<file path="config.mk">
export PLATFORM = sky130hd
export DESIGN_NAME = mdio_mgmt_master
export DESIGN_NICKNAME = d
export VERILOG_FILES = /design/src/rtl/mdio_pkg.sv /design/src/rtl/mdio_clkgen.sv /design/src/rtl/mdio_regs.sv /design/src/rtl/mdio_engine.sv /design/src/rtl/mdio_mgmt_master.sv
export SDC_FILE = /design/constraint.sdc
export NUM_CORES = 1
export LEC_CHECK = 0
export BUFFER_PORTS_ARGS = -buffer_cell sky130_fd_sc_hd__buf_2
export CAP_MARGIN = 20
export CORE_MARGIN = 4
export CORE_UTILIZATION = 40
export CTS_CLUSTER_SIZE = 28
export DETAILED_ROUTE_END_ITERATION = 8
export MAX_ROUTING_LAYER = met4
export SETUP_SLACK_MARGIN = 0.1
export SLEW_MARGIN = 30
export SYNTH_ARGS = -nofsm -noshare
export SYNTH_HDL_FRONTEND = slang
export SYNTH_SLANG_ARGS = --single-unit
</file>
<file path="constraint.sdc">
create_clock -name clk -period 2.25 [get_ports clk]
set_input_delay 0.225 -clock clk [delete_from_list [all_inputs] [get_ports clk]]
set_output_delay 0.225 -clock clk [all_outputs]
set_load 0.01 [all_outputs]
</file>
<file path="src/rtl/mdio_pkg.sv">
package mdio_pkg;

    localparam int BUS_AW       = 12;
    localparam int BUS_DW       = 32;
    localparam int FRAME_BITS   = 64;
    localparam int CNT_W        = $clog2(FRAME_BITS);
    localparam int TA_POS       = 46;
    localparam int DATA_POS     = 48;
    localparam int DATA_W       = 16;

    localparam logic [BUS_AW-1:0] OFF_CMD   = 12'h7E4;
    localparam logic [BUS_AW-1:0] OFF_WDATA = 12'h7E8;
    localparam logic [BUS_AW-1:0] OFF_RDATA = 12'h7EC;
    localparam logic [BUS_AW-1:0] OFF_CTRL  = 12'h7F0;

    localparam int CTRL_GO_BIT = 0;
    localparam int CTRL_EN_BIT = 3;

    typedef struct packed {
        logic       is_read;
        logic [4:0] phy_addr;
        logic [4:0] reg_num;
    } mdio_cmd_t;

    localparam int CMD_W = $bits(mdio_cmd_t);

    function automatic logic [FRAME_BITS-1:0] build_frame(
        input mdio_cmd_t         cmd,
        input logic [DATA_W-1:0] wdata
    );
        logic [1:0] opcode;
        opcode = cmd.is_read ? 2'b10 : 2'b01;
        return {32'hFFFF_FFFF, 2'b01, opcode, cmd.phy_addr, cmd.reg_num,
                2'b10, wdata};
    endfunction

endpackage

</file>
<file path="src/rtl/mdio_clkgen.sv">
module mdio_clkgen #(
    parameter int MDC_HALF = 40
) (
    input  logic clk,
    input  logic rst,
    output logic mdc,
    output logic rise_tick,
    output logic fall_tick
);
    localparam int CW = $clog2(MDC_HALF + 1);
    localparam logic [CW-1:0] LAST = CW'(MDC_HALF - 1);

    logic [CW-1:0] cnt_q;
    logic          mdc_q;
    logic          wrap;

    assign wrap      = (cnt_q == LAST);
    assign rise_tick = wrap && !mdc_q;
    assign fall_tick = wrap && mdc_q;
    assign mdc       = mdc_q;

    always_ff @(posedge clk) begin
        if (rst) begin
            cnt_q <= '0;
            mdc_q <= 1'b0;
        end else if (wrap) begin
            cnt_q <= '0;
            mdc_q <= !mdc_q;
        end else begin
            cnt_q <= cnt_q + 1'b1;
        end
    end

    AST_RISE_TICK_RAISES_MDC: assert property (@(posedge clk) disable iff (rst)
        rise_tick |=> mdc);
    AST_FALL_TICK_LOWERS_MDC: assert property (@(posedge clk) disable iff (rst)
        fall_tick |=> !mdc);

endmodule

</file>
<file path="src/rtl/mdio_regs.sv">
module mdio_regs
    import mdio_pkg::*;
(
    input  logic                 clk,
    input  logic                 rst,
    input  logic                 bus_wr,
    input  logic [BUS_AW-1:0]    bus_addr,
    input  logic [BUS_DW-1:0]    bus_wdata,
    output logic [BUS_DW-1:0]    bus_rdata,
    input  logic                 busy,
    input  logic                 rd_load,
    input  logic [DATA_W-1:0]    rd_value,
    output mdio_cmd_t            cmd,
    output logic [DATA_W-1:0]    wdata,
    output logic                 start_req
);
    mdio_cmd_t          cmd_q;
    logic [DATA_W-1:0]  wdata_q;
    logic [DATA_W-1:0]  rdata_q;
    logic               en_q;
    logic               go_wr;

    assign go_wr     = bus_wr && (bus_addr == OFF_CTRL) && bus_wdata[CTRL_GO_BIT];
    assign start_req = go_wr && en_q && !busy;
    assign cmd       = cmd_q;
    assign wdata     = wdata_q;

    always_ff @(posedge clk) begin
        if (rst) begin
            cmd_q   <= '0;
            wdata_q <= '0;
            rdata_q <= '0;
            en_q    <= 1'b0;
        end else begin
            if (bus_wr && bus_addr == OFF_CMD)   cmd_q   <= mdio_cmd_t'(bus_wdata[CMD_W-1:0]);
            if (bus_wr && bus_addr == OFF_WDATA) wdata_q <= bus_wdata[DATA_W-1:0];
            if (bus_wr && bus_addr == OFF_CTRL)  en_q    <= bus_wdata[CTRL_EN_BIT];
            if (rd_load)                         rdata_q <= rd_value;
        end
    end

    always_comb begin
        bus_rdata = '0;
        case (bus_addr)
            OFF_CMD:   bus_rdata[CMD_W-1:0]  = cmd_q;
            OFF_WDATA: bus_rdata[DATA_W-1:0] = wdata_q;
            OFF_RDATA: bus_rdata[DATA_W-1:0] = rdata_q;
            OFF_CTRL: begin
                bus_rdata[CTRL_EN_BIT] = en_q;
                bus_rdata[CTRL_GO_BIT] = busy;
            end
            default:   bus_rdata = '0;
        endcase
    end

    AST_GO_IGNORED_DISABLED: assert property (@(posedge clk) disable iff (rst)
        (go_wr && !en_q && !busy) |=> !busy);
    AST_RDATA_HELD: assert property (@(posedge clk) disable iff (rst)
        !$past(rd_load) |-> $stable(rdata_q));

endmodule

</file>
<file path="src/rtl/mdio_engine.sv">
module mdio_engine
    import mdio_pkg::*;
(
    input  logic              clk,
    input  logic              rst,
    input  logic              start,
    input  mdio_cmd_t         cmd,
    input  logic [DATA_W-1:0] wdata,
    input  logic              rise_tick,
    input  logic              fall_tick,
    input  logic              mdio_i,
    output logic              busy,
    output logic              mdio_o,
    output logic              mdio_oe,
    output logic              rd_load,
    output logic [DATA_W-1:0] rd_value
);
    typedef enum logic [1:0] {ST_IDLE, ST_WAIT, ST_SHIFT} eng_state_t;

    eng_state_t              st_q;
    logic [FRAME_BITS-1:0]   frame_q;
    logic [CNT_W-1:0]        cnt_q;
    logic [CNT_W-1:0]        cnt_nxt;
    logic                    is_rd_q;
    logic                    o_q;
    logic                    oe_q;
    logic [DATA_W-1:0]       rx_q;
    logic                    load_q;
    logic                    last_bit;

    assign cnt_nxt  = cnt_q + 1'b1;
    assign last_bit = (cnt_q == CNT_W'(FRAME_BITS - 1));
    assign busy     = (st_q != ST_IDLE);
    assign mdio_o   = o_q;
    assign mdio_oe  = oe_q;
    assign rd_load  = load_q;
    assign rd_value = rx_q;

    always_ff @(posedge clk) begin
        if (rst) begin
            st_q    <= ST_IDLE;
            frame_q <= '0;
            cnt_q   <= '0;
            is_rd_q <= 1'b0;
            o_q     <= 1'b1;
            oe_q    <= 1'b0;
            rx_q    <= '0;
            load_q  <= 1'b0;
        end else begin
            load_q <= 1'b0;
            case (st_q)
                ST_IDLE: begin
                    if (start) begin
                        frame_q <= build_frame(cmd, wdata);
                        is_rd_q <= cmd.is_read;
                        st_q    <= ST_WAIT;
                    end
                end
                ST_WAIT: begin
                    if (fall_tick) begin
                        o_q     <= frame_q[FRAME_BITS-1];
                        oe_q    <= 1'b1;
                        frame_q <= {frame_q[FRAME_BITS-2:0], 1'b1};
                        cnt_q   <= '0;
                        st_q    <= ST_SHIFT;
                    end
                end
                ST_SHIFT: begin
                    if (rise_tick && is_rd_q && cnt_q >= CNT_W'(DATA_POS))
                        rx_q <= {rx_q[DATA_W-2:0], mdio_i};
                    if (fall_tick) begin
                        if (last_bit) begin
                            o_q    <= 1'b1;
                            oe_q   <= 1'b0;
                            load_q <= is_rd_q;
                            st_q   <= ST_IDLE;
                        end else begin
                            o_q     <= frame_q[FRAME_BITS-1];
                            oe_q    <= !(is_rd_q && cnt_nxt >= CNT_W'(TA_POS));
                            frame_q <= {frame_q[FRAME_BITS-2:0], 1'b1};
                            cnt_q   <= cnt_nxt;
                        end
                    end
                end
                default: st_q <= ST_IDLE;
            endcase
        end
    end

    AST_READ_RELEASED: assert property (@(posedge clk) disable iff (rst)
        (st_q == ST_SHIFT && is_rd_q && cnt_q >= CNT_W'(TA_POS)) |-> !mdio_oe);
    AST_BUSY_UNTIL_DONE: assert property (@(posedge clk) disable iff (rst)
        (busy && !(st_q == ST_SHIFT && fall_tick && last_bit)) |=> busy);
    AST_IDLE_NOT_DRIVING: assert property (@(posedge clk) disable iff (rst)
        !busy |-> !mdio_oe);

endmodule

</file>
<file path="src/rtl/mdio_mgmt_master.sv">
module mdio_mgmt_master
    import mdio_pkg::*;
#(
    parameter int MDC_HALF = 40
) (
    input  logic              clk,
    input  logic              rst,
    input  logic              bus_wr,
    input  logic [11:0]       bus_addr,
    input  logic [31:0]       bus_wdata,
    output logic [31:0]       bus_rdata,
    output logic              mdc,
    output logic              mdio_o,
    output logic              mdio_oe,
    input  logic              mdio_i
);
    mdio_cmd_t         cmd;
    logic [DATA_W-1:0] wdata;
    logic [DATA_W-1:0] rd_value;
    logic              start_req;
    logic              busy;
    logic              rd_load;
    logic              rise_tick;
    logic              fall_tick;

    mdio_clkgen #(.MDC_HALF(MDC_HALF)) u_clkgen (
        .clk       (clk),
        .rst       (rst),
        .mdc       (mdc),
        .rise_tick (rise_tick),
        .fall_tick (fall_tick)
    );

    mdio_regs u_regs (
        .clk       (clk),
        .rst       (rst),
        .bus_wr    (bus_wr),
        .bus_addr  (bus_addr),
        .bus_wdata (bus_wdata),
        .bus_rdata (bus_rdata),
        .busy      (busy),
        .rd_load   (rd_load),
        .rd_value  (rd_value),
        .cmd       (cmd),
        .wdata     (wdata),
        .start_req (start_req)
    );

    mdio_engine u_engine (
        .clk       (clk),
        .rst       (rst),
        .start     (start_req),
        .cmd       (cmd),
        .wdata     (wdata),
        .rise_tick (rise_tick),
        .fall_tick (fall_tick),
        .mdio_i    (mdio_i),
        .busy      (busy),
        .mdio_o    (mdio_o),
        .mdio_oe   (mdio_oe),
        .rd_load   (rd_load),
        .rd_value  (rd_value)
    );

    AST_OUT_STABLE_HIGH: assert property (@(posedge clk) disable iff (rst)
        (mdc && $past(mdc)) |-> ($stable(mdio_o) && $stable(mdio_oe)));
    AST_DRIVE_ONLY_BUSY: assert property (@(posedge clk) disable iff (rst)
        mdio_oe |-> busy);

endmodule

</file>
======== After elaboration in Yosys (flattened, before gate mapping) ========
Index checks and enable logic that the tools add are counted.
word-level totals
  input port bits ......................... 48
  memory bits (writable) .................. 0
  latch bits .............................. 0
  output and inout port bits .............. 35
  memory bits (read-only) ................. 0
  memories kept ........................... 0
  word-level logic and storage cells ...... 90
  bits in registers ....................... 143
cells by class
  magnitude comparators ................... 2
  multipliers ............................. 0
  equal/unequal tests ..................... 13
  bitwise operators ....................... 3
  shift operators ......................... 0
  muxes and demuxes ....................... 28
  div/mod/pow operators ................... 0
  add/subtract/negate cells ............... 2
  reduce and logical (&&, ||, !) cells .... 26
operators by type and width
  kind                  number
  $mux 64               4
  $pmux 64 s3           1
  $eq 12x11->1 const B  4
  $pmux 7 s3            1
  $mux 6                3
  $add 6x1->6 const B   2
  $eq 6x6->1 const B    2
  $ge 6x6->1 const B    2
  $pmux 2 s3            2
  $pmux 6 s2            1
  $logic_and 1x1->1     11
  $mux 2                5
  $pmux 5 s2            1
  $ne 2x2->1 const B    4
  $pmux 1 s4            2
  $reduce_and 4->1      2
  $mux 1                6
  $reduce_and 5->1      1
  $pmux 1 s2            2
  $reduce_and 2->1      2
  $reduce_bool 2->1     2
  $reduce_or 4->1       1
  $logic_not 1->1       3
  $not 1->1             3
  other kinds (7)       7

======== Logic depth before layout (Yosys ltp) ========
Gate-level depths: netlist of the first run.
  depth after elaboration ................. 7
  mapped depth ............................ 9
  depth with buffers taken out ............ 7

======== By module ========
From an unflattened synthesis of the first run, not the netlist that was laid out.
unflattened totals
  cells, all modules ...................... 731
  area, all modules ....................... 6608.8 µm²
by module, submodules not included
  module       area an instance (µm²)  sequential area each (µm²)  times used  cells each
  mdio_engine  4214.0                  1841.8                      1           464
  mdio_regs    2094.5                  880.8                       1           237
  mdio_clkgen  300.3                   140.1                       1           30

======== Least setup slack after synthesis of the first run ========
Ideal clock, no wire load.
  path type ............................... reg-to-reg
  start ................................... register u_engine.st_q[0]
  end ..................................... register u_engine.frame_q[35]
  buffers on the path ..................... 3
  slack ................................... 0.303 ns
  data required time ...................... 2.099 ns
  clock period less this slack ............ 1.947 ns
  library setup time ...................... 0.151 ns
  arrival time ............................ 1.796 ns
  cell stages (with the launch flop) ...... 7
  cells stage by stage .................... dfxtp_1 > inv_1 > ha_1 > clkbuf_1 > clkbuf_1 > clkbuf_1 > a311oi_2
between the ends
  cells in the longest elaborated chain, start to end .. 5
  elaborated cells on any way between the ends .. 13
  those cells by class .................... eq/ne: 6; mux: 1; reduce/logical: 6
RTL lines
  element                     line               source
  start: declaration          mdio_engine.sv:20  eng_state_t st_q;
  start signal: assignment    mdio_engine.sv:41  st_q <= ST_IDLE;
  start signal: assignment    mdio_engine.sv:56  st_q <= ST_WAIT;
  start signal: assignment    mdio_engine.sv:65  st_q <= ST_SHIFT;
  $reduce_bool 2->1           mdio_engine.sv:33  assign busy = (st_q != ST_IDLE);
  $logic_not 1->1             mdio_regs.sv:24    assign start_req = go_wr && en_q && !busy;
  $logic_and 1x1->1           mdio_regs.sv:24
  $ne 2x2->1 (no line)        --
  $reduce_and 5->1 (no line)  --
  end signal: assignment      mdio_engine.sv:54  frame_q <= build_frame(cmd, wdata);
  end signal: assignment      mdio_engine.sv:63  frame_q <= {frame_q[FRAME_BITS-2:0], 1'b1};
  end signal: assignment      mdio_engine.sv:80  frame_q <= {frame_q[FRAME_BITS-2:0], 1'b1};
  end: declaration            mdio_engine.sv:21  logic [FRAME_BITS-1:0] frame_q;
Parallel ways exist; a longest one is shown, timed or not.
A chain may end at the register's enable or synchronous reset.

======== Final worst setup path of the first run ========
  start ................................... register u_engine.cnt_q[0]
  end ..................................... register u_engine.frame_q[42]
between the ends
  cells in the longest elaborated chain, start to end .. 3
RTL lines
  element                     line               source
  start: declaration          mdio_engine.sv:22  logic [CNT_W-1:0] cnt_q;
  start signal: assignment    mdio_engine.sv:81  cnt_q <= cnt_nxt;
  $eq 6x6->1                  mdio_engine.sv:32  assign last_bit = (cnt_q == CNT_W'(FRAME_BITS - 1));
  $ne 2x2->1 (no line)        --
  $reduce_and 5->1 (no line)  --
Every way passes these cells.

==> results of run 1 <==
-- power breakdown --
part	leakage, nW	switching, mW	total (mW)	internal, mW
combinational	1.13	0.108	0.157	0.0494
sequential	1.15	0.00395	2.54	2.54
clock	0.285	1.09	2.86	1.77
total	2.57	1.20	5.56	4.36
-- area by class of cell --
class | instances | share of cell area [%]
clock buffers | 19 | 5.69
clock inverters | 13 | 2.12
inverters | 42 | 2.02
multi-input cells | 452 | 43.4
flip-flops and latches | 143 | 36.8
well taps | 220 | 3.53
repair buffers | 72 | 6.49
-- worst min-delay path by stage --
stage | to | slack, ps | from
floorplan | u_regs.cmd[10] | 370 | bus_wdata[10]
global placement | u_clkgen.cnt_q[0] | 430 | u_clkgen.cnt_q[0]
detailed placement | u_clkgen.cnt_q[0] | 440 | u_clkgen.cnt_q[0]
CTS | u_regs.wdata[13] | 30 | bus_wdata[13]
global route | u_regs.wdata[13] | 40 | bus_wdata[13]
finish | u_engine.rd_value[0] | 40 | mdio_i
-- sequential cells by signal, indices dropped and copies added (netlist names) --
signal / cells
u_engine.st_q: 2
u_regs.en_q: 1
u_clkgen.mdc: 1
u_regs.rdata_q: 16
u_engine.rd_value: 16
u_engine.mdio_oe: 1
u_engine.is_rd_q: 1
u_clkgen.cnt_q: 6
u_engine.cnt_q: 6
u_engine.rd_load: 1
u_regs.cmd: 11
u_regs.wdata: 16
u_engine.frame_q: 64
u_engine.mdio_o: 1
-- kinds of logic after synthesis --
group | after synthesis
DFF | 143
and+or+nand+nor | 160
muxes | 100
xor gates and xnor gates | 7
adders and majority gates | 7
buffers and inverters | 113
other | 1
AOI/OAI and AO/OA | 162
-- worst max-delay path: cells and delay by family, from the launching register on --
| family | cells | cell delay (ps) |
|---|---|---|
| compound gates | 2 | 550 |
| buf+inv | 1 | 190 |
| fa+ha+maj | 1 | 220 |
| flops | 1 | 400 |
| simple gates | 3 | 480 |
-- layout by cell type (no fill, tap or decap), types with 9 or more instances in the layout --
cell,n
dfxtp_1,141
mux2i_1,91
nor2_1,89
a21oi_1,57
buf_2,49
inv_1,42
a311oi_2,31
a211oi_1,26
nand2_1,20
clkbuf_16,17
conb_1,16
buf_4,16
a21oi_2,12
nand3_1,11
nand4_1,9
mux2_2,9
a22oi_1,9
-- metrics by stage --
step | instance area (um2) | total power, mW | setup WS [ps]
floorplan | 6810 | 2.70 | 303
global placement | 7180 | 2.75 | 264
detailed placement | 7180 | 2.75 | 201
CTS | 7780 | 5.62 | 175
global route | 7790 | 5.76 | 126
finish | 7790 | 5.56 | 258
-- metal layers --
metal	GRT usage [%]	vias to the layer above
li1	-	2522
met1	23.1	2461
met2	26.9	91
met3	3.99	20
met4	5.60	0
met5	-	-
-- what timing repair did --
item	CTS	global route
resized for setup	0	3
hold endpoints to repair	0	0
hold buffers	0	0
setup endpoints to repair	0	45
==> flow_metrics.env, run 1 <==
export IMPL_dp_cells=929
export IMPL_synth_most_common_cell="dfxtp_1"
export IMPL_startpoint="u_engine.cnt_q[0]"
export IMPL_synthAdderAreaFrac_pct=1.30
export IMPL_synth_top_cells_by_count="dfxtp_1, mux2i_1, nor2_1"
export IMPL_hold_depth=3
export IMPL_wl_met1_um=7360
export IMPL_h_tree_depth=4
export IMPL_yosys_warnings=0
export IMPL_cp_max_fo=45
export IMPL_num_rows=47
export IMPL_worst_slew_pin_slew_ps=538
export IMPL_wl_per_cell_um=15.9
export IMPL_synth_seq_area_share_pct=42.4
export IMPL_core_region_area_um2=16600
export IMPL_highest_layer="met4"
export IMPL_synth_compound_area_share_pct=19.7
export IMPL_grt_usage_pct=17.5
export IMPL_synth_main_ff_cell="dfxtp_1"
export IMPL_antennaDiodeCount=0
export IMPL_min_period_ps=1990
export IMPL_setup_viol=0
export IMPL_slew_viol_final=0
export IMPL_postCtsSetupBuffers=0
export IMPL_synth_seq_cells=143
export IMPL_cp_required_ps=2570
export IMPL_synth_area_um2=6750
export IMPL_r2r_start="u_engine.cnt_q[0]"
export IMPL_start_kind="flip-flop"
export IMPL_n_fill_cell=1599
export IMPL_die_w_um=138
export IMPL_grt_pass1_wl_um=25800
export IMPL_rsz0062_at_grt="false"
export IMPL_fin_util_pct=47.0
export IMPL_regArea_um2=2870
export IMPL_cp_data_arrival_time_ps=2320
export IMPL_synth_top_family_by_area="compound AO/OA/AOI/OAI gates"
export IMPL_syn_inst=693
export IMPL_synth_area_leaders="dfxtp_1, mux2i_1, a311oi_2, nor2_1, a21oi_1"
export IMPL_grt_pass1_vias=5148
export IMPL_holdCritPathClass="input port to flip-flop"
export IMPL_antenna_found_initial=0
export IMPL_async_flop_share_pct=0
export IMPL_status="complete, no violations"
export IMPL_cts_clk_slew_worst_paths_ps=60
export IMPL_clock_latency_ps=420
export IMPL_firstDrtPassIters=4
export IMPL_multiInputGateArea_um2=3380
export IMPL_synth_edff_count=0
export IMPL_grt_ovfl_total=0
export IMPL_end_kind="flip-flop"
export IMPL_tns_ps=0
export IMPL_drt_iter0_drc=362
export IMPL_die_h_um=138
export IMPL_met3_length_um=549
export IMPL_yosys_area_top_type_share_pct=42.4
export IMPL_start_util_pct=40.7
export IMPL_grt_start_max_net_pins=65
export IMPL_maxCapViolCount=0
export IMPL_ys_types=58
export IMPL_synth_area_per_cell_um2=9.74
export IMPL_synthMuxAreaShare_pct=15.0
export IMPL_ir_drop_mv=0.593
export IMPL_critPathKind="flip-flop to flip-flop"
export IMPL_cts_buffers=17
export IMPL_syn2layout_area_growth_pct=15.4
export IMPL_leakage_nw=2.57
export IMPL_path_cells="ha_1 > and3_1 > nand3_2 > a21oi_2 > nor2_4 > buf_12 > a311oi_2"
export IMPL_stdcell_count=961
export IMPL_remaining_drc_errors=0
export IMPL_synth_largest_area_cell="dfxtp_1"
export IMPL_hold_viol=0
export IMPL_max_freq_mhz=502
export IMPL_hpwl_um=10200
export IMPL_rr_endpoint="u_engine.frame_q[42]"
export IMPL_postRouteAntennaNets=0
export IMPL_synth_xor_area_share_pct=0.908
export IMPL_hold_slack_ps=44.2
export IMPL_wl_met2_um=7130
export IMPL_crit_end="u_engine.frame_q[42]"
export IMPL_die_area_um2=19000
export IMPL_root_buffer="clkbuf_16"
export IMPL_r2r_slack_ps=260
export IMPL_clock_sinks=143
export IMPL_finClkSkew_ps=8.24
export IMPL_wl_um=15300
export IMPL_reg2reg_depth=7
export IMPL_timing_slew_headroom_pct=64.1
export IMPL_portBuffers=50
export IMPL_avgViaCountPerCell=5.30
export IMPL_cpPeakStageDelay_ps=400
export IMPL_yosys_area_share_simple_pct=12.0
export IMPL_gp_congestion=0.838
export IMPL_via_count=5094
export IMPL_drive_above_1_share_pct=23.2
export IMPL_fin_nets=783
export IMPL_cts_buffer_depth=2
export IMPL_power_density_nw_per_um2=714
export IMPL_cpMaxStageDelayCell="dfxtp_2"
export IMPL_post_route_period_util_pct=88.5
export IMPL_ioPinCount=83
export IMPL_cts_tree="built"
Note: power is estimated with default switching activity, not from simulation.
==> run 2, diff against run 1 <==
--- a/config.mk
+++ b/config.mk
@@ -6,13 +6,13 @@
 export NUM_CORES = 1
 export LEC_CHECK = 0
 export BUFFER_PORTS_ARGS = -buffer_cell sky130_fd_sc_hd__buf_2
-export CAP_MARGIN = 20
 export CORE_MARGIN = 4
 export CORE_UTILIZATION = 40
 export CTS_CLUSTER_SIZE = 28
 export DETAILED_ROUTE_END_ITERATION = 8
 export MAX_ROUTING_LAYER = met4
 export SETUP_SLACK_MARGIN = 0.1
+export SKIP_LAST_GASP = 1
 export SLEW_MARGIN = 30
 export SYNTH_ARGS = -nofsm -noshare
 export SYNTH_HDL_FRONTEND = slang
==> constraint.sdc (replaced) <==
create_clock -name clk -period 2.2 [get_ports clk]
set_input_delay 0.22 -clock clk [delete_from_list [all_inputs] [get_ports clk]]
set_output_delay 0.22 -clock clk [all_outputs]
set_load 0.01 [all_outputs]
==> run 2 against run 1 <==
Critical path depth unchanged. Via count shrank 0.35%. Highest routed layer unchanged. Clock-buffer cell count up 3. Critical endpoint is now u_engine.cnt_q[0]. Non-clock buffer count stayed put. Routed wire length shrank 1.7%.
==> flow_metrics.env, run 2 (same netlist as run 1, synthesis figures left out) <==
export IMPL_status="complete, no violations"
export IMPL_final_cell_mix="dfxtp_1, mux2i_1, nor2_1"
export IMPL_drive_above_1_share_pct=22.9
export IMPL_start_kind="flip-flop"
export IMPL_hold_depth=3
export IMPL_h_tree_depth=4
export IMPL_avgViaCountPerCell=5.29
export IMPL_cts_buffers=17
export IMPL_n_fill_cell=1603
export IMPL_postCtsSetupBuffers=0
export IMPL_die_area_um2=19000
export IMPL_leakage_nw=2.57
export IMPL_cp_required_ps=2550
export IMPL_gp_congestion=0.823
export IMPL_cts_tree="built"
export IMPL_post_route_period_util_pct=88.8
export IMPL_regArea_um2=2860
export IMPL_clock_sinks=143
export IMPL_grt_ovfl_total=0
export IMPL_ioPinCount=83
export IMPL_maxCapViolCount=0
export IMPL_end_kind="flip-flop"
export IMPL_rsz0062_at_grt="false"
export IMPL_grt_pass1_vias=4999
export IMPL_start_util_pct=40.7
export IMPL_fin_util_pct=46.8
export IMPL_wl_per_cell_um=15.7
export IMPL_tns_ps=0
export IMPL_top_register="u_engine.frame_q"
export IMPL_hold_viol=0
export IMPL_antennaDiodeCount=0
export IMPL_die_w_um=138
export IMPL_cp_data_arrival_time_ps=2310
export IMPL_power_density_nw_per_um2=687
export IMPL_mostFrequentLayoutCell="dfxtp_1"
export IMPL_via_count=5076
export IMPL_grt_start_max_net_pins=90
export IMPL_grt_pass1_wl_um=24900
export IMPL_clock_latency_ps=420
export IMPL_largest_register_ffs=64
export IMPL_num_rows=47
export IMPL_ir_drop_mv=0.578
export IMPL_finClkSkew_ps=10.3
export IMPL_setup_viol=0
export IMPL_drt_iter0_drc=359
export IMPL_root_buffer="clkbuf_16"
export IMPL_reg2reg_depth=7
export IMPL_antenna_found_initial=0
export IMPL_cp_max_fo=24
export IMPL_min_period_ps=1950
export IMPL_critPathKind="flip-flop to flip-flop"
export IMPL_postRouteAntennaNets=0
export IMPL_slew_viol_final=0
export IMPL_cts_buffer_depth=2
export IMPL_multiInputGateArea_um2=3410
export IMPL_die_h_um=138
export IMPL_cts_clk_slew_worst_paths_ps=60
export IMPL_portBuffers=50
export IMPL_syn2layout_area_growth_pct=15.0
export IMPL_grt_usage_pct=17.1
export IMPL_hpwl_um=10000
export IMPL_firstDrtPassIters=5
export IMPL_wl_um=15100
export IMPL_core_region_area_um2=16600
export IMPL_remaining_drc_errors=0
export IMPL_fin_nets=783
export IMPL_max_freq_mhz=512
export IMPL_holdCritPathClass="input port to flip-flop"
[run 2: cell types whose count changed in the layout (fill, tap and decap cells not counted), moves of 2 or more]
cell	previous run	this run
clkinv_4	4	0
clkbuf_1	1	4
buf_12	7	9
bufinv_16	3	1
clkinvlp_4	4	1
buf_4	16	14
clkinv_2	2	6
[run 2: timing repair]
item	in CTS	in global routing
hold buffers	0	0
setup endpoints to repair	0	63
resized for setup	0	8
[run 2: final timing paths]
kind                                         from                end  slack (ps)
worst max-delay path            u_engine.cnt_q[1]  u_engine.cnt_q[0]         250
worst min-delay path                bus_wdata[11]   u_regs.wdata[11]          40
worst max register to register  u_engine.cnt_q[1]  u_engine.cnt_q[0]         250
worst min register to register  u_clkgen.cnt_q[0]  u_clkgen.cnt_q[0]         450
[run 2: through the flow]
stage	instances	hold slack (ps)	setup WS, ps	total power [mW]	area [um2]
after global routing	959	38.4	112	5.53	7760
after floorplan	708	367	253	2.76	6810
after global placement	929	425	221	2.80	7200
final	959	41.2	246	5.33	7760
after CTS	959	21.7	117	5.39	7720
after detailed placement	929	442	142	2.81	7200
[run 2: per-layer routing]
metal / share of wire, % / vias to the layer above / track usage (%)
li1: - / 2514 / -
met1: 46 / 2444 / 21.4
met2: 48 / 103 / 26.5
met3: 4.5 / 15 / 4.64
met4: 1.4 / 0 / 6.37
met5: 0 / - / -
[run 2: layout make-up]
type	instances	share of cell area, %
inverter	42	2.03
sequential	143	36.9
clock buffer	22	5.85
timing repair buffer	72	6.84
tap	220	3.55
clock inverter	8	0.871
multi-input combinational	452	44.0
[run 2: worst max-delay path, cell delays in order (launching register included)]
cell,delay [ps]
dfxtp_1,430
ha_1,240
and3_1,210
nand3_2,130
a21o_2,280
buf_12,170
a21oi_2,240
a22o_1,180
[run 2: where the power goes]
part / internal, mW / leakage [nW] / total, mW / switching, mW
sequential: 2.60 / 1.15 / 2.60 / 0.00427
clock: 1.56 / 0.259 / 2.58 / 1.02
combinational: 0.0468 / 1.16 / 0.154 / 0.107
